File: src/rtl/pof_pkg.sv
package pof_pkg;

    typedef enum logic [1:0] {
        OM_PASS  = 2'b00,
        OM_PAT_A = 2'b01,
        OM_PAT_B = 2'b10,
        OM_HIZ   = 2'b11
    } out_mode_e;

    typedef struct packed {
        logic ref_smp;
        logic dat_smp;
        logic ob_clamp;
        logic dummy_clamp;
        logic blank;
    } strobe_t;

    // Alternating word: bit 0 takes lsb_val, neighbours differ.
    function automatic logic [31:0] alt_word(input int unsigned width, input logic lsb_val);
        logic [31:0] w;
        w = '0;
        for (int unsigned i = 0; i < 32; i++) begin
            if (i < width) w[i] = ((i % 2) == 0) ? lsb_val : ~lsb_val;
        end
        return w;
    endfunction

    function automatic logic to_active_high(input logic raw, input logic pol_high);
        return pol_high ? raw : ~raw;
    endfunction

endpackage

File: src/rtl/pof_delay_line.sv
module pof_delay_line #(
    parameter int W     = 10,
    parameter int DEPTH = 9
) (
    input  logic         clk,
    input  logic         rst,
    input  logic [W-1:0] din,
    output logic [W-1:0] dout
);
    logic [W-1:0] stage [DEPTH];

    genvar g;
    generate
        for (g = 0; g < DEPTH; g++) begin : g_stage
            if (g == 0) begin : g_head
                always_ff @(posedge clk) begin
                    if (rst) stage[0] <= '0;
                    else     stage[0] <= din;
                end
            end else begin : g_body
                always_ff @(posedge clk) begin
                    if (rst) stage[g] <= '0;
                    else     stage[g] <= stage[g-1];
                end
            end
        end
    endgenerate

    assign dout = stage[DEPTH-1];
endmodule

File: src/rtl/pof_out_stage.sv
module pof_out_stage
    import pof_pkg::*;
#(
    parameter int W = 10
) (
    input  logic         clk,
    input  logic         rst,
    input  logic [1:0]   mode_in,
    input  logic [W-1:0] din,
    output logic [W-1:0] data_out,
    output logic         data_oe
);
    localparam logic [W-1:0] WORD_A = W'(alt_word(W, 1'b1));
    localparam logic [W-1:0] WORD_B = W'(alt_word(W, 1'b0));

    out_mode_e mode;
    assign mode = out_mode_e'(mode_in);

    always_ff @(posedge clk) begin
        if (rst) begin
            data_out <= '0;
            data_oe  <= 1'b1;
        end else begin
            unique case (mode)
                OM_PASS:  begin data_out <= din;    data_oe <= 1'b1; end
                OM_PAT_A: begin data_out <= WORD_A; data_oe <= 1'b1; end
                OM_PAT_B: begin data_out <= WORD_B; data_oe <= 1'b1; end
                default:  begin data_out <= '0;     data_oe <= 1'b0; end
            endcase
        end
    end
endmodule

File: src/rtl/pof_strobe_norm.sv
module pof_strobe_norm
    import pof_pkg::*;
(
    input  logic    clk,
    input  logic    rst,
    input  logic    sclk_pol,
    input  logic    clamp_pol,
    input  strobe_t raw,
    output strobe_t act
);
    logic sclk_pol_q;
    logic clamp_pol_q;
    logic dummy_n;
    logic blank_n;

    always_ff @(posedge clk) begin
        if (rst) begin
            sclk_pol_q  <= 1'b0;
            clamp_pol_q <= 1'b0;
        end else begin
            sclk_pol_q  <= sclk_pol;
            clamp_pol_q <= clamp_pol;
        end
    end

    assign dummy_n = to_active_high(raw.dummy_clamp, clamp_pol_q);
    assign blank_n = to_active_high(raw.blank, clamp_pol_q);

    always_comb begin
        act.ref_smp     = to_active_high(raw.ref_smp, sclk_pol_q);
        act.dat_smp     = to_active_high(raw.dat_smp, sclk_pol_q);
        act.ob_clamp    = to_active_high(raw.ob_clamp, clamp_pol_q);
        act.dummy_clamp = dummy_n;
        act.blank       = blank_n & ~dummy_n;
    end
endmodule

File: src/rtl/pof_ob_width.sv
module pof_ob_width #(
    parameter int MIN_W = 10
) (
    input  logic clk,
    input  logic rst,
    input  logic ob_act,
    output logic short_flag
);
    localparam int CW = $clog2(MIN_W + 1);
    localparam logic [CW-1:0] LIMIT = CW'(MIN_W);

    logic [CW-1:0] run_len;
    logic          was_active;

    always_ff @(posedge clk) begin
        if (rst) begin
            run_len    <= '0;
            was_active <= 1'b0;
            short_flag <= 1'b0;
        end else if (ob_act) begin
            if (run_len < LIMIT) run_len <= run_len + 1'b1;
            was_active <= 1'b1;
            short_flag <= 1'b0;
        end else begin
            short_flag <= was_active && (run_len < LIMIT);
            run_len    <= '0;
            was_active <= 1'b0;
        end
    end
endmodule

File: src/rtl/pix_out_fmt.sv
module pix_out_fmt
    import pof_pkg::*;
#(
    parameter int W       = 10,
    parameter int LATENCY = 9,
    parameter int MIN_OB  = 10
) (
    input  logic         clk,
    input  logic         rst,
    input  logic [W-1:0] sample_in,
    input  logic [1:0]   out_mode,
    input  logic         sclk_pol,
    input  logic         clamp_pol,
    input  logic         ref_smp_raw,
    input  logic         dat_smp_raw,
    input  logic         ob_clamp_raw,
    input  logic         dummy_clamp_raw,
    input  logic         blank_raw,
    output logic [W-1:0] data_out,
    output logic         data_oe,
    output logic         ref_smp_act,
    output logic         dat_smp_act,
    output logic         ob_clamp_act,
    output logic         dummy_clamp_act,
    output logic         blank_act,
    output logic         ob_short
);
    // The output register adds one edge, so the line holds LATENCY-0 stages
    // and the sample is read from its last stage at edge k+LATENCY.
    localparam int LINE_DEPTH = LATENCY;

    logic [W-1:0] delayed;
    strobe_t      raw_s;
    strobe_t      act_s;

    pof_delay_line #(.W(W), .DEPTH(LINE_DEPTH)) u_line (
        .clk  (clk),
        .rst  (rst),
        .din  (sample_in),
        .dout (delayed)
    );

    pof_out_stage #(.W(W)) u_out (
        .clk      (clk),
        .rst      (rst),
        .mode_in  (out_mode),
        .din      (delayed),
        .data_out (data_out),
        .data_oe  (data_oe)
    );

    assign raw_s = '{ref_smp: ref_smp_raw, dat_smp: dat_smp_raw, ob_clamp: ob_clamp_raw,
                     dummy_clamp: dummy_clamp_raw, blank: blank_raw};

    pof_strobe_norm u_norm (
        .clk       (clk),
        .rst       (rst),
        .sclk_pol  (sclk_pol),
        .clamp_pol (clamp_pol),
        .raw       (raw_s),
        .act       (act_s)
    );

    assign ref_smp_act     = act_s.ref_smp;
    assign dat_smp_act     = act_s.dat_smp;
    assign ob_clamp_act    = act_s.ob_clamp;
    assign dummy_clamp_act = act_s.dummy_clamp;
    assign blank_act       = act_s.blank;

    pof_ob_width #(.MIN_W(MIN_OB)) u_obw (
        .clk        (clk),
        .rst        (rst),
        .ob_act     (act_s.ob_clamp),
        .short_flag (ob_short)
    );
endmodule

File: config.mk
export PLATFORM = sky130hd
export DESIGN_NAME = pix_out_fmt
export DESIGN_NICKNAME = d
export VERILOG_FILES = /design/src/rtl/pof_pkg.sv /design/src/rtl/pof_delay_line.sv /design/src/rtl/pof_out_stage.sv /design/src/rtl/pof_strobe_norm.sv /design/src/rtl/pof_ob_width.sv /design/src/rtl/pix_out_fmt.sv
export SDC_FILE = /design/constraint.sdc
export NUM_CORES = 1
export LEC_CHECK = 0
export ABC_AREA = 1
export BUFFER_PORTS_ARGS = -buffer_cell sky130_fd_sc_hd__buf_2
export CORE_MARGIN = 5
export CORE_UTILIZATION = 60
export CTS_CLUSTER_SIZE = 40
export DETAILED_ROUTE_END_ITERATION = 10
export PLACE_DENSITY = 0.85
export SETUP_SLACK_MARGIN = 0.02
export SLEW_MARGIN = 15
export SYNTH_ARGS = -nofsm -noshare
export SYNTH_HDL_FRONTEND = slang
export SYNTH_HIERARCHICAL = 1
export SYNTH_SLANG_ARGS = --single-unit
File: constraint.sdc
create_clock -name clk -period 2.51 [get_ports clk]
set_input_delay 0.251 -clock clk [delete_from_list [all_inputs] [get_ports clk]]
set_output_delay 0.251 -clock clk [all_outputs]
set_load 0.05 [all_outputs]
After elaboration in Yosys (flattened, before gate mapping). Memory sizes are Yosys's and may differ from the RTL's. Cells that the tools add are included.

Register bits: 19. RAM bits: 90. Input bits: 21. Output and inout bits: 17. Word-level logic and storage cells: 54. Memories kept: 1.

Add/sub/neg operators: 1. $lt $le $gt $ge: 1. Equal/unequal tests: 2. Muxes and demuxes: 20. Bitwise gates (word level): 17. Reduce and logical (&&, ||, !) cells: 5.

Memory list: u_line.stage (depth 9, width 10, rd ports 9, clocked after Yosys merged registers in 0, write ports 9, line pof_delay_line.sv:10) `logic [W-1:0] stage [DEPTH];`.

Operator list (count): 2-to-1 mux 10 bit (9); case mux 10 bit (3 select lines) (1); 2-to-1 mux 1 bit (10); bitwise OR 1 bit (9); NOT 1 bit (7); adder 4 x 1 -> 4 bit (second input constant) (1); < comparator 4 bit (second input constant) (1); OR reduction 2 bit (2); OR reduction 3 bit (1); == test 2 x 1 -> 1 bit (second input constant) (1); == test 2 bit (second input constant) (1); zero test 2 bit (1); AND 1 bit (1); logical AND 1 bit (1).

Depth between registers and ports, before layout. Gate-level depths: netlist of run 1.

Depth in word-level cells: 4. Mapped depth: 5. Mapped depth without buffers: 5.

Cells and area by module. The synthesis of run 1 kept the hierarchy.

Modules (own cells, without submodules): pof_delay_line (times used 1, cells an instance 280, area an instance 2612.5 sq um, sequential area each 1801.7 sq um); pof_out_stage (times used 1, cells an instance 37, area an instance 324.1 sq um, sequential area each 220.2 sq um); pof_ob_width (times used 1, cells an instance 30, area an instance 242.7 sq um, sequential area each 120.1 sq um); pof_strobe_norm (times used 1, cells an instance 20, area an instance 133.9 sq um, sequential area each 40.0 sq um).

Worst setup path before layout of run 1. OpenSTA, ideal clock, no wires.

Path type: register to register. From: register u_norm.clamp_pol_q. To: register u_obw.run_len[1]. Library setup time: 0.070 ns. Arrival time: 1.726 ns. Required time: 2.440 ns. Slack: 0.714 ns. Cell stages (with the launch flop): 6. Buffers on the path: 0. Period minus slack after synthesis: 1.796 ns. Path through: dfxtp_1 xnor2_1 inv_1 nor2_4 inv_1 a21oi_1.

Longest elaborated chain between the ends: 3.

Ends and longest elaborated chain: from (decl) (line pof_strobe_norm.sv:12) `logic clamp_pol_q;`; from (signal assigned) (line pof_strobe_norm.sv:22) `clamp_pol_q <= clamp_pol;`; 2-to-1 mux 1 bit (line pof_pkg.sv:29) `return pol_high ? raw : ~raw;`; via ob_clamp_act (line pix_out_fmt.sv:23) `output logic ob_clamp_act,`; NOT 1 bit (no line); OR reduction 2 bit (no line); to (signal assigned) (line pof_ob_width.sv:21) `if (run_len < LIMIT) run_len <= run_len + 1'b1;`; to (decl) (line pof_ob_width.sv:12) `logic [CW-1:0] run_len;`.

The timed path passes the listed nets, and every way through them passes these cells. A chain may end at the register's enable or synchronous reset.

Final worst setup path of run 1.
From: register u_norm.clamp_pol_q. To: output port blank_act.

Longest elaborated chain between the ends: 3. Elaborated cells between the ends (all ways): 4. Those cells by class: 2 x mux; 2 x bitwise.

Ends and longest elaborated chain: 2-to-1 mux 1 bit (line pof_pkg.sv:29); NOT 1 bit (line pof_strobe_norm.sv:34) `act.blank = blank_n & ~dummy_n;`; AND 1 bit * (line pof_strobe_norm.sv:34); to (decl) (line pix_out_fmt.sv:25) `output logic blank_act,`.

Mark *: on every way between the ends. The rest lies on a longest branch, timed or not.

==> results.sh, run 1 <==
export IMPL_die_area_sq_mm=0.007108
export IMPL_ys_ff_latch=109
export IMPL_synth_compound_area_share=0.006042
export IMPL_synth_area_sq_mm=0.003313
export IMPL_final_cells=482
export IMPL_min_period_ps=1517
export IMPL_wl_per_cell_microns=8.689
export IMPL_ys_types=16
export IMPL_cts_resized=0
export IMPL_die_width_microns=84.31
export IMPL_grt_pass1_vias=1867
export IMPL_grt_use_met2=0.2238
export IMPL_globalplace_congestion=0.7195
export IMPL_portBuffers=37
export IMPL_top_usage_layer="met2"
export IMPL_regToRegStartpoint="u_norm/clamp_pol_q$_SDFF_PP0_"
export IMPL_design_area_sq_mm=0.003672
export IMPL_totalWireLength_microns=4188
export IMPL_use_met3=0.07458
export IMPL_synth_mux_area_fraction=0
export IMPL_peakVddDrop_mv=0.4841
export IMPL_hold_viol_final=0
export IMPL_placementRows=27
export IMPL_maxCapViolCount=0
export IMPL_grt_use_total=0.1343
export IMPL_numCtsBuffers=9
export IMPL_drtAntennaViolNets=0
export IMPL_critPathBufInv=2
export IMPL_cts_root_buf="clkbuf_8"
export IMPL_fill_cells=419
export IMPL_slew_violations=0
export IMPL_vias_per_cell=4.170
export IMPL_final_core_util=0.6752
export IMPL_relSlewSlack=0.6245
export IMPL_skew_ps=7.631
export IMPL_antenna_cells=0
export IMPL_synth_seq_area_share=0.6586
export IMPL_fin_crit_sh=0.6043
export IMPL_tritoncts="yes"
export IMPL_required_ps=2260
export IMPL_cts_hold_buf=0
export IMPL_holdPathStages=3
export IMPL_clk_pin_slew_ps=90
export IMPL_clockBufferDepth=2
export IMPL_initial_core_util=0.6092
export IMPL_grt_max_degree=42
export IMPL_num_vias=2010
export IMPL_clkSinkCount=109
export IMPL_syn_avg_cell_area_sq_um=9.028
export IMPL_clock_latency_ps=350
export IMPL_slowest_delay_ps=410
export IMPL_critPathLaunchType="register"
export IMPL_worstPathArrival_ps=1270
export IMPL_reg2reg_depth=5
export IMPL_worst_pin_slew_ps=563.3
export IMPL_die_h_microns=84.31
export IMPL_hpwl_microns=2726
export IMPL_r2r_end="u_obw/run_len[2]$_SDFFE_PP0N_"
export IMPL_grt_pass1_wl_microns=7590
export IMPL_synth_fa_ha_area_frac=0.003776
export IMPL_hp_start="sample_in[6]"
export IMPL_power_leakage_uw=0.001634
export IMPL_core_sq_mm=0.005439
export IMPL_hp_class="input pin to register"
export IMPL_synthSimpleGateAreaFrac=0.1650
export IMPL_drc=0
export IMPL_synth_top_family_by_area="simple AND/OR/NAND/NOR gates"
export IMPL_layout_drive_gt1_share=0.1585
export IMPL_p_per_area_mw_per_mm2=811.8
export IMPL_synth_xor_area_frac=0.007931
export IMPL_clock_fmax_mhz=659.3
export IMPL_whs_ps=92.68
export IMPL_ios=38
export IMPL_end_kind="output pin"
export IMPL_syn_to_final_growth_pct=10.84
export IMPL_first_pass_iters=5
export IMPL_status="completed"
export IMPL_antenna_found_initial=0
export IMPL_syn_inst=367
export IMPL_htree_levels=3
export IMPL_grt_overflow_total=0
export IMPL_post_cts_buffers=0
export IMPL_drt_iter0_markers=76
export IMPL_crit_fanout=4
export IMPL_yosys_warnings=6
export IMPL_cpMostUsedCell="nand2_2"
export IMPL_crit_type="register to output pin"
export IMPL_path_cells="inv_2, nand2_2, nand2_2, nor2_2, buf_2"
export IMPL_dp_cells=467
export IMPL_placed_area_sq_mm=0.003473
export IMPL_crit_family="flip-flops"
export IMPL_crit_slowest_cell="dfxtp_1"
export IMPL_nets=428
export IMPL_fin_setup_tns_ps=0
export IMPL_grt_setup_unrepaired="no"
export IMPL_rrSetupSlack_ps=1400
export IMPL_setup_viol=0
export IMPL_use_met1=0.1469
export IMPL_syn_num_nets=389
export IMPL_hold_end="u_line/stage[0][6]$_SDFF_PP0_"
-- worst max-delay path by stage --
stage                                   from                            end  slack [ps]  cells after the start
6_report       u_norm/clamp_pol_q$_SDFF_PP0_                      blank_act         990                      5
3_5_place_dp                             rst  u_line/stage[4][6]$_SDFF_PP0_        1210                      3
4_1_cts        u_norm/clamp_pol_q$_SDFF_PP0_                      blank_act         970                      5
3_3_place_gp                             rst  u_line/stage[7][0]$_SDFF_PP0_        1230                      3
5_1_grt        u_norm/clamp_pol_q$_SDFF_PP0_                   ob_clamp_act         880                      2
2_1_floorplan  u_norm/clamp_pol_q$_SDFF_PP0_  u_obw/run_len[1]$_SDFFE_PP0N_         710                      5
-- cell type report --
cell class	instances	area [sq um]	share of cell area
Sequential cell	109	2182	0.5942
Multi-Input combinational cell	145	605.6	0.1649
Inverter	102	382.9	0.1043
Timing Repair Buffer	39	212.7	0.05792
Clock buffer	10	137.6	0.03748
Tap cell	72	90.09	0.02453
Clock inverter	5	61.31	0.01670
-- synth_stat cells, drive strengths merged --
master,number,area share
nor2,117,0.14
dfxtp,109,0.66
inv,102,0.12
nand2,16,0.022
clkbuf,9,0.037
a21oi,4,0.0060
nand3,4,0.0076
xnor2,3,0.0079
buf,2,0.0057
ha,1,0.0038
-- through the flow --
stage,power (uW),setup slack [ps]
after CTS,3008,970.5
after global placement,1988,1232
after floorplan,1961,714.5
after global routing,3116,878.9
final,2981,993.2
after detailed placement,1994,1211
-- kinds of logic after synthesis --
logic type,Yosys count
XOR/XNOR,3
AO/OA/AOI/OAI,4
flip-flops,109
AND/OR/NAND/NOR,137
adder cells (fa/ha/maj),1
buffers and inverters,113
-- state kept, by name, summed over array words and instances (netlist names) --
| register | cells |
|---|---|
| u_line/stage | 90 |
| u_out/data_out | 10 |
| u_obw/run_len | 4 |
| u_norm/clamp_pol_q | 1 |
| u_norm/sclk_pol_q | 1 |
| u_obw/short_flag | 1 |
| u_obw/was_active | 1 |
| u_out/data_oe | 1 |
-- worst min-delay path: cells and delay by family --
family	cells	cell delay, ps
simple gates	1	60
buf+inv	2	100
-- metal layers --
metal	share of wire	up-vias
li1	-	1081
met1	0.43	880
met2	0.48	47
met3	0.086	2
met4	0.0019	0
met5	0	-
-- cell usage in the layout, fill, tap and decap left out, types with 3 or more instances in the layout --
| cell | instances |
|---|---|
| nand2_2 | 5 |
| dfxtp_1 | 109 |
| a21oi_1 | 4 |
| buf_2 | 37 |
| nor2_1 | 115 |
| xnor2_1 | 3 |
| clkbuf_8 | 10 |
| nand2_1 | 11 |
| clkinvlp_4 | 3 |
| nand3_1 | 3 |
| inv_1 | 99 |
| inv_2 | 3 |
-- where the power goes --
group          total [uW]  switching (uW)  internal [uW]
Clock                1030             545            484
Combinational         173             122           50.7
Sequential           1780            12.3           1770
No activity file was read; power rests on OpenSTA's default activity.
==> inputs of run 2 (changes only) <==
--- a/config.mk
+++ b/config.mk
@@ -5,13 +5,13 @@
 export SDC_FILE = /design/constraint.sdc
 export NUM_CORES = 1
 export LEC_CHECK = 0
-export ABC_AREA = 1
+export ABC_AREA = 0
 export BUFFER_PORTS_ARGS = -buffer_cell sky130_fd_sc_hd__buf_2
 export CORE_MARGIN = 5
-export CORE_UTILIZATION = 60
+export CORE_UTILIZATION = 55
 export CTS_CLUSTER_SIZE = 40
 export DETAILED_ROUTE_END_ITERATION = 10
-export PLACE_DENSITY = 0.85
+export PLACE_DENSITY = 0.79
 export SETUP_SLACK_MARGIN = 0.02
 export SLEW_MARGIN = 15
 export SYNTH_ARGS = -nofsm -noshare
==> constraint.sdc (replaced) <==
create_clock -name clk -period 1.5 [get_ports clk]
set_input_delay 0.15 -clock clk [delete_from_list [all_inputs] [get_ports clk]]
set_output_delay 0.15 -clock clk [all_outputs]
set_load 0.05 [all_outputs]
==> run 2 against run 1 <==
Non-clock buffer count increased by 9. Cell area increased by 0.48%. Sequential share of layout area decreased by 0.25 points. Clock-buffer cell count unchanged. Final cell count decreased by 22%. Clock power increased by 82%. Synthesized cell count decreased by 32%. Global-route usage decreased by 1.7 points. Setup slack got worse by 880 ps. Core utilization decreased by 0.92 points. Largest cell class unchanged. Highest routed layer unchanged.
==> results.sh, run 2 <==
export IMPL_status="completed"
export IMPL_final_core_util=0.6660
export IMPL_regToRegStartpoint="u_norm/clamp_pol_q$_SDFF_PP0_"
export IMPL_first_pass_iters=4
export IMPL_drt_iter0_markers=57
export IMPL_ys_flop_type="dfxtp_1"
export IMPL_end_kind="output pin"
export IMPL_p_per_area_mw_per_mm2=1394
export IMPL_hpwl_microns=2226
export IMPL_placementRows=27
export IMPL_regMostFlops="u_line/stage"
export IMPL_tritoncts="yes"
export IMPL_setup_viol=0
export IMPL_reg2reg_depth=3
export IMPL_layout_commonest_cell="dfxtp_1"
export IMPL_crit_family="flip-flops"
export IMPL_synth_seq_area_share=0.6893
export IMPL_clockBufferDepth=2
export IMPL_globalplace_congestion=0.6474
export IMPL_fin_crit_sh=0.9269
export IMPL_totalWireLength_microns=3724
export IMPL_ys_types=24
export IMPL_crit_fanout=4
export IMPL_synth_edff_count=0
export IMPL_largest_reg_flops=90
export IMPL_ios=38
export IMPL_yosysTopAreaCellShare=0.6893
export IMPL_hold_viol_final=0
export IMPL_clkSinkCount=109
export IMPL_grt_pass1_wl_microns=6810
export IMPL_vias_per_cell=4.457
export IMPL_antenna_found_initial=0
export IMPL_synth_most_common_cell="dfxtp_1"
export IMPL_peakVddDrop_mv=1.236
export IMPL_antenna_cells=0
export IMPL_synth_area_leaders="dfxtp_1 (69%), nor2b_1 (18%), buf_6 (3.6%)"
export IMPL_syn_to_final_growth_pct=16.56
export IMPL_required_ps=1350
export IMPL_clock_fmax_mhz=719.3
export IMPL_die_area_sq_mm=0.007373
export IMPL_layout_drive_gt1_share=0.2020
export IMPL_min_period_ps=1390
export IMPL_grt_setup_unrepaired="no"
export IMPL_num_vias=1667
export IMPL_post_cts_buffers=0
export IMPL_critPathLaunchType="register"
export IMPL_crit_slowest_cell="dfxtp_2"
export IMPL_initial_core_util=0.5714
export IMPL_drtAntennaViolNets=0
export IMPL_synth_top_area_cell="dfxtp_1"
export IMPL_grt_overflow_total=0
export IMPL_die_h_microns=85.87
export IMPL_grt_pass1_vias=1674
export IMPL_path_cells="nand2b_1, o21ai_2, buf_2"
export IMPL_maxCapViolCount=0
export IMPL_synthArstFlopShare=0
export IMPL_yosys_warnings=6
export IMPL_clk_pin_slew_ps=90
export IMPL_worst_pin_slew_ps=464.1
export IMPL_die_width_microns=85.87
export IMPL_holdPathStages=2
export IMPL_drc=0
export IMPL_fin_setup_tns_ps=0
export IMPL_clock_latency_ps=350
export IMPL_slowest_delay_ps=370
export IMPL_final_cell_mix="dfxtp_1 (108), nor2b_1 (93), buf_2 (35)"
export IMPL_nets=319
export IMPL_grt_use_total=0.1169
export IMPL_synth_area_sq_mm=0.003166
export IMPL_relSlewSlack=0.6906
export IMPL_worstPathArrival_ps=1240
export IMPL_wl_per_cell_microns=9.957
export IMPL_hp_class="input pin to register"
export IMPL_critPathBufInv=1
export IMPL_hold_end="u_line/stage[0][8]$_SDFF_PP0_"
export IMPL_cts_root_buf="clkbuf_8"
export IMPL_grt_max_degree=56
export IMPL_syn_avg_cell_area_sq_um=12.71
export IMPL_slew_violations=0
export IMPL_synth_common_cells="dfxtp_1 (109), nor2b_1 (93), o21a_1 (11)"
export IMPL_hp_start="sample_in[8]"
export IMPL_syn_inst=249
export IMPL_numCtsBuffers=9
export IMPL_skew_ps=7.913
export IMPL_htree_levels=3
export IMPL_rrSetupSlack_ps=330
export IMPL_r2r_end="u_obw/run_len[0]$_SDFFE_PP0N_"
export IMPL_power_leakage_uw=0.001517
export IMPL_ys_ff_latch=109
export IMPL_core_sq_mm=0.005540
export IMPL_reg_top3="u_line/stage (90), u_out/data_out (10), u_obw/run_len (4)"
export IMPL_crit_type="register to output pin"
export IMPL_portBuffers=37
export IMPL_syn_num_nets=271
-- run 2: cell count changes after synthesis, sizes merged, moves of 2 or more --
cell	previous run	this run
a21oi	4	1
clkbuf	9	0
nor2	117	3
nand2	16	1
nand3	4	0
inv	102	2
o21a	0	11
buf	2	11
nor2b	0	93
nand3b	0	3
a21bo	0	2
-- run 2: metrics by stage --
stage / power (uW) / std cells / hold slack, ps / cell area (sq um) / setup WS [ps]
after floorplan: 3270 / 249 / 221.6 / 3184 / 157.4
after global placement: 3315 / 348 / 358.5 / 3362 / 360.0
after detailed placement: 3328 / 348 / 365.5 / 3362 / 265.8
after CTS: 5210 / 374 / 2.659 / 3690 / 77.27
after global routing: 5376 / 374 / 11.47 / 3690 / 27.33
final: 5145 / 374 / 22.03 / 3690 / 109.7
-- run 2: worst max-delay path by stage --
stage,startpoint,to,slack [ps],cells after the start
3_5_place_dp,u_norm/clamp_pol_q$_SDFF_PP0_,u_obw/run_len[0]$_SDFFE_PP0N_,270,3
4_1_cts,u_norm/clamp_pol_q$_SDFF_PP0_,blank_act,80,3
3_3_place_gp,u_norm/clamp_pol_q$_SDFF_PP0_,u_obw/run_len[2]$_SDFFE_PP0N_,360,3
6_report,u_norm/clamp_pol_q$_SDFF_PP0_,blank_act,110,3
2_1_floorplan,u_norm/clamp_pol_q$_SDFF_PP0_,u_obw/run_len[0]$_SDFFE_PP0N_,160,3
5_1_grt,u_norm/clamp_pol_q$_SDFF_PP0_,blank_act,30,3
-- run 2: per-layer routing --
metal	vias to the layer above	GRT usage	share of wire
met5	-	0	0
met4	0	0.03885	0.011
met3	3	0.05668	0.080
met2	37	0.2102	0.52
met1	763	0.1173	0.39
li1	864	-	-
-- run 2: where the power goes --
part	switching, uW	internal [uW]
Combinational	185	119
Clock	885	982
Sequential	19.0	2960
-- run 2: area by class of cell --
class                   instances  area [sq um]
flip-flops and latches        109          2183
fillers                       425          1851
multi-input cells             127         874.6
repair buffers                 48         310.3
clock buffers                  10         137.6
well taps                      72         90.09
clock inverters                 6         86.33
inverters                       2         7.507
-- run 2: kinds of logic (layout without fill, tap and decap cells) --
| group | count (synthesis) | in the layout | synth area share |
|---|---|---|---|
| flip-flops | 109 | 109 | 0.6893 |
| AND/OR/NAND/NOR | 104 | 104 | 0.2087 |
| AO/OA/AOI/OAI | 17 | 17 | 0.04348 |
| buffers and inverters | 13 | 66 | 0.04032 |
| XOR/XNOR | 4 | 4 | 0.01107 |
| adder cells (fa/ha/maj) | 1 | 1 | 0.003952 |
| multiplexers | 1 | 1 | 0.003162 |
-- run 2: timing repair --
item,4_1_cts,5_1_grt
endpoints found under the setup margin,2,0
hold buffers,10,0
gates resized for setup,2,0
endpoints found under the hold margin,10,0
